`src/rtl/hf_pkg.sv`:
```
package hf_pkg;

    typedef enum logic [2:0] {
        ST_IDLE   = 3'd0,
        ST_COARSE = 3'd1,
        ST_SETTLE = 3'd2,
        ST_FINE   = 3'd3,
        ST_DONE   = 3'd4
    } seq_state_e;

    typedef struct packed {
        logic cap_coarse;
        logic cap_fine;
        logic settle_run;
        logic busy;
        logic done;
    } seq_ctl_t;

    function automatic seq_ctl_t decode_state(input seq_state_e st);
        seq_ctl_t c;
        c = '0;
        unique case (st)
            ST_COARSE: begin c.cap_coarse = 1'b1; c.busy = 1'b1; end
            ST_SETTLE: begin c.settle_run = 1'b1; c.busy = 1'b1; end
            ST_FINE:   begin c.cap_fine   = 1'b1; c.busy = 1'b1; end
            ST_DONE:   c.done = 1'b1;
            default:   c = '0;
        endcase
        return c;
    endfunction

endpackage

```
`src/rtl/hf_therm_enc.sv`:
```
module hf_therm_enc #(
    parameter int SEG_W = 4,
    localparam int CMP_N = (1 << SEG_W) - 1
) (
    input  logic [CMP_N-1:0] therm_i,
    output logic [SEG_W-1:0] code_o
);

    // Highest asserted position wins; this absorbs bubbles in the code.
    logic [SEG_W-1:0] lvl [CMP_N+1];

    assign lvl[0] = '0;

    generate
        for (genvar g = 0; g < CMP_N; g++) begin : g_pos
            assign lvl[g+1] = therm_i[g] ? SEG_W'(g + 1) : lvl[g];
        end
    endgenerate

    assign code_o = lvl[CMP_N];

    // for a clean thermometer code the value equals the number of ones
    always_comb begin
        if ((therm_i & (therm_i + 1'b1)) == '0) begin
            a_r2_monotonic_count: assert (32'(code_o) == $countones(therm_i));
        end
    end

endmodule

```
`src/rtl/hf_settle_timer.sv`:
```
module hf_settle_timer #(
    parameter int CNT_W = 8
) (
    input  logic             clk,
    input  logic             rst,
    input  logic             run_i,
    input  logic             settled_i,
    input  logic [CNT_W-1:0] limit_i,
    output logic             expire_o
);

    logic [CNT_W-1:0] cnt_q;
    logic [CNT_W:0]   cnt_next;

    assign cnt_next = {1'b0, cnt_q} + 1'b1;

    always_ff @(posedge clk) begin
        if (rst || !run_i) begin
            cnt_q <= '0;
        end else begin
            cnt_q <= cnt_q + 1'b1;
        end
    end

    assign expire_o = run_i && (settled_i || (cnt_next >= {1'b0, limit_i}));

    // the counter never passes the programmed limit
    a_r5_cnt_bound: assert property (@(posedge clk) disable iff (rst)
        (run_i && limit_i != '0) |-> (cnt_q < limit_i));

    // a settled flag ends the phase at this edge
    a_r5_settled_exit: assert property (@(posedge clk) disable iff (rst)
        (run_i && settled_i) |-> expire_o);

endmodule

```
`src/rtl/hf_seq_fsm.sv`:
```
module hf_seq_fsm
    import hf_pkg::*;
(
    input  logic       clk,
    input  logic       rst,
    input  logic       start_i,
    input  logic       expire_i,
    output seq_state_e state_o,
    output seq_ctl_t   ctl_o
);

    seq_state_e state_q, state_d;

    always_comb begin
        state_d = state_q;
        unique case (state_q)
            ST_IDLE:   if (start_i)  state_d = ST_COARSE;
            ST_COARSE: state_d = ST_SETTLE;
            ST_SETTLE: if (expire_i) state_d = ST_FINE;
            ST_FINE:   state_d = ST_DONE;
            ST_DONE:   state_d = ST_IDLE;
            default:   state_d = ST_IDLE;
        endcase
    end

    always_ff @(posedge clk) begin
        if (rst) state_q <= ST_IDLE;
        else     state_q <= state_d;
    end

    assign state_o = state_q;
    assign ctl_o   = decode_state(state_q);

    // a start seen while idle always launches a conversion
    a_r7_start_accept: assert property (@(posedge clk) disable iff (rst)
        (state_q == ST_IDLE && start_i) |=> (state_q == ST_COARSE));

    // the done cycle never chains into a new conversion
    a_r7_done_ignores_start: assert property (@(posedge clk) disable iff (rst)
        (state_q == ST_DONE) |=> (state_q == ST_IDLE));

    // the coarse capture is always followed by the settle phase
    a_r6_coarse_to_settle: assert property (@(posedge clk) disable iff (rst)
        (state_q == ST_COARSE) |=> (state_q == ST_SETTLE));

endmodule

```
`src/rtl/hf_conv_seq.sv`:
```
module hf_conv_seq
    import hf_pkg::*;
#(
    parameter int SEG_W = 4,
    parameter int CNT_W = 8,
    localparam int CMP_N = (1 << SEG_W) - 1,
    localparam int RES_W = 2 * SEG_W
) (
    input  logic             clk,
    input  logic             rst,
    input  logic             start_i,
    input  logic [CMP_N-1:0] cmp_i,
    input  logic             dac_settled_i,
    input  logic [CNT_W-1:0] settle_cycles_i,
    output logic [SEG_W-1:0] dac_code_o,
    output logic             busy_o,
    output logic             done_o,
    output logic [RES_W-1:0] result_o
);

    seq_state_e       state;
    seq_ctl_t         ctl;
    logic             expire;
    logic [SEG_W-1:0] enc_code;
    logic [SEG_W-1:0] coarse_q;
    logic [RES_W-1:0] result_q;

    hf_therm_enc #(.SEG_W(SEG_W)) u_enc (
        .therm_i (cmp_i),
        .code_o  (enc_code)
    );

    hf_settle_timer #(.CNT_W(CNT_W)) u_timer (
        .clk       (clk),
        .rst       (rst),
        .run_i     (ctl.settle_run),
        .settled_i (dac_settled_i),
        .limit_i   (settle_cycles_i),
        .expire_o  (expire)
    );

    hf_seq_fsm u_fsm (
        .clk      (clk),
        .rst      (rst),
        .start_i  (start_i),
        .expire_i (expire),
        .state_o  (state),
        .ctl_o    (ctl)
    );

    // One encoder, two destinations: the phase picks which half is loaded.
    always_ff @(posedge clk) begin
        if (rst) begin
            coarse_q <= '0;
            result_q <= '0;
        end else begin
            if (ctl.cap_coarse) coarse_q <= enc_code;
            if (ctl.cap_fine)   result_q <= {coarse_q, enc_code};
        end
    end

    assign dac_code_o = coarse_q;
    assign result_o   = result_q;
    assign busy_o     = ctl.busy;
    assign done_o     = ctl.done;

    // done lasts a single cycle
    a_r8_done_pulse: assert property (@(posedge clk) disable iff (rst)
        done_o |=> !done_o);

    // the result only moves when done rises
    a_r8_result_hold: assert property (@(posedge clk) disable iff (rst)
        !$stable(result_o) |-> done_o);

    // busy and done never overlap
    a_r6_busy_done_excl: assert property (@(posedge clk) disable iff (rst)
        !(busy_o && done_o));

    // the DAC code is frozen outside the coarse capture
    a_r3_dac_stable: assert property (@(posedge clk) disable iff (rst)
        (state != ST_COARSE) |=> $stable(dac_code_o));

    // the upper half of a fresh result matches the DAC code
    a_r4_upper_half: assert property (@(posedge clk) disable iff (rst)
        $rose(done_o) |-> (result_o[RES_W-1:SEG_W] == dac_code_o));

endmodule

```
`config.mk`:
```
export PLATFORM = sky130hd
export DESIGN_NAME = hf_conv_seq
export DESIGN_NICKNAME = d
export VERILOG_FILES = /design/src/rtl/hf_pkg.sv /design/src/rtl/hf_therm_enc.sv /design/src/rtl/hf_settle_timer.sv /design/src/rtl/hf_seq_fsm.sv /design/src/rtl/hf_conv_seq.sv
export SDC_FILE = /design/constraint.sdc
export NUM_CORES = 1
export LEC_CHECK = 0
export BUFFER_PORTS_ARGS = -buffer_cell sky130_fd_sc_hd__buf_2
export CAP_MARGIN = 40
export CORE_UTILIZATION = 30
export DETAILED_ROUTE_END_ITERATION = 16
export PLACE_DENSITY = 0.61
export REMOVE_ABC_BUFFERS = 1
export SLEW_MARGIN = 20
export SYNTH_ARGS = -nofsm -noshare
export SYNTH_HDL_FRONTEND = slang
export SYNTH_HIERARCHICAL = 1
export SYNTH_SLANG_ARGS = --single-unit
```
`constraint.sdc`:
```
create_clock -name clk -period 2.2 [get_ports clk]
set_input_delay 0.44 -clock clk [delete_from_list [all_inputs] [get_ports clk]]
set_output_delay 0.44 -clock clk [all_outputs]
set_load 0.02 [all_outputs]
```
Yosys cells after proc, flatten, opt, wreduce, memory -nomap -nowiden. Index checks and enable logic that the tools add are counted.

Register bits: 23. Input bits: 27. Output and inout bits: 14. Logic and storage cells: 43.

$add $sub $neg: 2. $lt $le $gt $ge: 1. Equal/unequal tests: 6. Mux-type cells: 23. Reduce and logical (&&, ||, !) cells: 7.

Operator list (number): $mux W4 (14); $pmux W3 S4 (1); $add A8 B1 Y9 const B (1); $ge A9 B8 Y1 (1); $add A8 B1 Y8 const B (1); $eq A3 B2 Y1 const B (2); $mux W1 (6); $mux W3 (2); $ne A2 B2 Y1 const B (2); $eq A3 B1 Y1 const B (1); $eq A3 B3 Y1 const B (1); $logic_not A3 Y1 (1); $reduce_or A3 Y1 (1); $logic_or A1 B1 Y1 (2); $reduce_and A2 Y1 (1); $logic_and A1 B1 Y1 (1); $logic_not A1 Y1 (1).

Logic depth before layout (Yosys ltp).
Depth in word-level cells: 15. Mapped depth: 11. Mapped depth without buffers: 11.

By module. Netlist, hierarchy kept.

Modules (own cells, without submodules): hf_settle_timer (times used 1, cells each 63, area an instance 535.5 um^2, sequential area each 160.2 um^2); hf_conv_seq (times used 1, cells each 39, area an instance 426.7 um^2, sequential area each 240.2 um^2); hf_seq_fsm (times used 1, cells each 14, area an instance 147.6 um^2, sequential area each 60.1 um^2); hf_therm_enc (times used 1, cells each 25, area an instance 143.9 um^2, sequential area each 0.0 um^2).

Worst setup path after synthesis. No wires, ideal clock.

Path kind: reg-to-reg. Start: register u_timer.cnt_q[0]. End: register u_fsm.state_q[0] (netlist: u_fsm/state_o[0]). Setup time: 0.123 ns. Arrival time: 1.825 ns. Data required time: 2.077 ns. Setup slack: 0.252 ns. Stages on the path, launching flop included: 12. Buffers on the path: 0. Clock period less this slack: 1.948 ns. Cell sequence: dfxtp_1 -> ha_1 -> nand3_1 -> nor2_1 -> xor2_1 -> ha_1 -> a21oi_1 -> o21ai_0 -> a21oi_1 -> o22ai_1 -> mux2i_1 -> nor4_2.

Longest elaborated chain between the ends: 6.

RTL lines: start, declared (RTL line hf_settle_timer.sv:12) `logic [CNT_W-1:0] cnt_q;`; start signal, assigned (RTL line hf_settle_timer.sv:21) `cnt_q <= cnt_q + 1'b1;`; $add A8 B1 Y9 (RTL line hf_settle_timer.sv:15) `assign cnt_next = {1'b0, cnt_q} + 1'b1;`; named net u_timer.cnt_next[6] (RTL line hf_settle_timer.sv:13) `logic [CNT_W:0] cnt_next;`; $ge A9 B8 Y1 (RTL line hf_settle_timer.sv:25) `assign expire_o = run_i && (settled_i || (cnt_next >= {1'b0, limit_i}));`; $logic_or A1 B1 Y1 (RTL line hf_settle_timer.sv:25); $logic_and A1 B1 Y1 (RTL line hf_settle_timer.sv:25); named net expire (RTL line hf_conv_seq.sv:23) `logic expire;`; $ne A2 B2 Y1 (no line); $reduce_and A2 Y1 (no line); end signal, assigned (RTL line hf_seq_fsm.sv:28) `else state_q <= state_d;`; end, declared (RTL line hf_seq_fsm.sv:12) `seq_state_e state_q, state_d;`.

The timed path passes the listed nets, and every way through them passes these cells. A chain may end at the register's enable or synchronous reset.

Worst setup path in the final report. Ends and elaborated chain as after synthesis.

==> results.toml <==
[run_status]
outcome = "complete, no violations"

[clock_network]
cts.sink_count = 23
cts.path.max_buffers = 2
path_clk_slew_ns = 0.08
cts-root-buf = "clkbuf_8"
cts_tree = "built"
insertion_delay_ns = 0.26
holdBufCountCts = 0
htree_levels = 1
postCtsSetupRepairBufs = 0
numCtsBuffers = 3
postCtsResizedCells = 0

[worst_setup_path]
r2r_slack_ns = 0.19
cp-start-kind = "flip-flop"
r2r-end = "u_fsm/state_o[0]"
rr_worst_depth = 11
worstPathRequired_ns = 2.35
endpoint_kind = "flip-flop"
critPathKind = "flip-flop to flip-flop"
path_buf_inv = 0
path_max_fanout = 2
cp_cell_sequence = "ha_2 -> nand3_1 -> nor2_2 -> xor2_1 -> ha_1 -> a21oi_1 -> o21ai_0 -> a21oi_1 -> o22ai_1 -> mux2i_1 -> nor4_2"
r2r_start = "u_timer/cnt_q[0]"
cp_top_family = "adder cells"
max_stage_delay_ns = 0.34
arrival_ns = 2.16
path_common_cell = "a21oi_1"
crit_path_top_delay_cell = "dfxtp_1"

[yosys]
synth_edf_count = 0
synthFlopType = "dfxtp_1"
ys_types = 35
ys_warn_count = 6
synth_area_um2 = 1254
ys_seq_elements = 23
synth_area_leader_cell = "dfxtp_1"
yosysTopAreaCellShare_pct = 36.73
async_flop_share_pct = 0
seq_area_frac_synth_pct = 36.73
synthCells = 141
synthTopCellsByArea = "dfxtp_1 (37%), mux2i_1 (10%), ha_1 (9.0%), nor2_1 (7.8%), inv_1 (3.0%)"
syn_area_per_cell_um2 = 8.892

[floorplanning]
die_x_um = 66.65
io_pins = 41
start_util_pct = 31.34
fp.dieH_um = 66.65
rows = 23
dieArea_um2 = 4442
core_um2 = 4000

[route]
detail-route-antenna-nets = 0
route.vias.total = 1053
drt-vias-per-instance = 4.481
routedWlPerCell_um = 10.48
drcViolationCount = 0
drt_wl_total_mm = 2.462
drt_iter0_markers = 32
firstDrtPassIters = 4

[power_and_ir_drop]
p_int_w = 0.0006256
p_leak_nw = 0.7270
p_seq_share_pct = 52.8
power_frac_comb_pct = 17.1
ir_drop_uv = 352.9
switching_power_w = 0.0002154
p_clk_share_pct = 30.2
power.density_nw_per_um2 = 536.0
swShare_pct = 25.62

[global_route]
overflow = 0
grt_pass1_wl_mm = 4.229
grt_pass1_vias = 972
antenna_found_initial = 0
grt_max_degree = 16
grt_usage_pct = 12.48

[sta]
relSlewSlack_pct = 65.63
layout_setup_ws_ns = 0.1914
final-setup-viol-count = 0
tns_ns = 0
worst_pin_slew_ns = 0.5156
finClkSkew_ns = 0.006009
post-route-min-period_ns = 2.009
rsz0062_at_grt = "no"
fin_crit_sh_pct = 91.30
fmax_mhz = 497.9
maxSlewViolCount = 0
finalHoldViolCount = 0
whs_ns = 0.4937

[placed_design]
gp_congestion = 0.7500
port-buffer-count = 40
dp.final_hpwl_mm = 2.024
place_ws_ns = 0.1048

[final_layout]
drive_gt1_share_pct = 29.19
n_antenna_cell = 0
final_core_util_pct = 39.22
fin_nets = 222
area_delta_synth_final_pct = 25.15

[worst_hold_path]
hold_path_class = "input port to flip-flop"
hold-path-cell-count = 3
hp-start = "start_i"
holdPathEnd = "u_fsm/state_o[0]"

[flow_run]
maxCapViolCount = 0
placed cells by master (no fill, tap or decap), types with 2 or more instances in the layout:
cell      instances
a21oi_1           4
a311oi_1          2
and2_1            2
and2b_1           2
buf_2            40
buf_4             3
clkbuf_8          3
dfxtp_1          22
ha_1              8
inv_1            10
mux2i_1          13
nand2_1           7
nand2b_1          3
nand3_1           3
nor2_1           25
nor2b_1           5
nor3_1            2
nor3b_1           2
nor4_1            2
o21ai_0           4
xnor2_1           4
xor2_1            2
synthesized netlist by cell type, types with 3 or more instances:
master,number
mux2i_1,13
nand2b_1,3
inv_1,10
xnor2_1,4
nand3_1,3
a21oi_1,4
ha_1,9
nor2b_1,5
nor2_1,26
nand2_1,7
o21ai_0,4
dfxtp_1,23
worst register-to-register path, delay by kind of cell, from the launching register on:
family | cells | cell delay, ns
XOR/XNOR | 1 | 0.19
AND/OR/NAND/NOR | 3 | 0.32
multiplexers | 1 | 0.17
adder cells (fa/ha/maj) | 2 | 0.46
AO/OA/AOI/OAI | 4 | 0.44
flip-flops | 1 | 0.34
metrics by stage:
stage	cell area (um2)	total power (W)	cells
after floorplan	1232	0.0005319	138
after global placement	1518	0.0005951	231
after detailed placement	1518	0.0005973	231
after CTS	1563	0.0008553	235
after global routing	1569	0.0008931	235
final	1569	0.0008410	235
power by group through the flow:
stage	Combinational, W	Clock (W)	Sequential [W]
2_1_floorplan	0.0000688	0	0.000463
3_3_place_gp	0.000142	0	0.000453
3_5_place_dp	0.000144	0	0.000453
4_1_cts	0.000145	0.000267	0.000443
5_1_grt	0.000162	0.000286	0.000445
6_report	0.000144	0.000254	0.000444
worst max-delay path by stage:
stage / start / end / cells after the start
4_1_cts: u_timer/cnt_q[1] / u_fsm/state_o[0] / 11
2_1_floorplan: u_timer/cnt_q[0] / u_fsm/state_o[0] / 11
3_3_place_gp: u_timer/cnt_q[1] / u_fsm/state_o[0] / 11
5_1_grt: u_timer/cnt_q[0] / u_fsm/state_o[0] / 11
6_report: u_timer/cnt_q[0] / u_fsm/state_o[0] / 11
3_5_place_dp: u_timer/cnt_q[1] / u_fsm/state_o[0] / 11
logic make-up (layout without fill, tap and decap cells):
| group | after synthesis | in the layout | synth area share, % |
|---|---|---|---|
| multiplexers | 13 | 13 | 10.38 |
| AND/OR/NAND/NOR | 61 | 61 | 25.85 |
| adder cells (fa/ha/maj) | 9 | 9 | 8.982 |
| buffers and inverters | 13 | 57 | 4.690 |
| AO/OA/AOI/OAI | 15 | 15 | 7.885 |
| flip-flops | 23 | 23 | 36.73 |
| XOR/XNOR | 7 | 7 | 5.489 |
layer usage:
| metal | part of all wire (%) | track usage (%) |
|---|---|---|
| met1 | 49 | 16.79 |
| met2 | 47 | 19.19 |
| met3 | 2.0 | 2.740 |
| met4 | 1.4 | 4.787 |
| met5 | 0 | 0 |
state kept, by name (all words and copies together), names as in the netlist:
signal,count
result_o,8
dac_code_o,4
u_fsm/state_o,3
u_timer/cnt_q,8
cell type report:
class | instances | area, um2
Clock buffer | 4 | 45.04
Tap cell | 50 | 62.56
Fill cell | 426 | 2431
Multi-Input combinational cell | 105 | 739.5
Timing Repair Buffer | 43 | 222.7
Inverter | 10 | 37.54
Sequential cell | 23 | 461.7
Power figures use the tool's default switching activity.
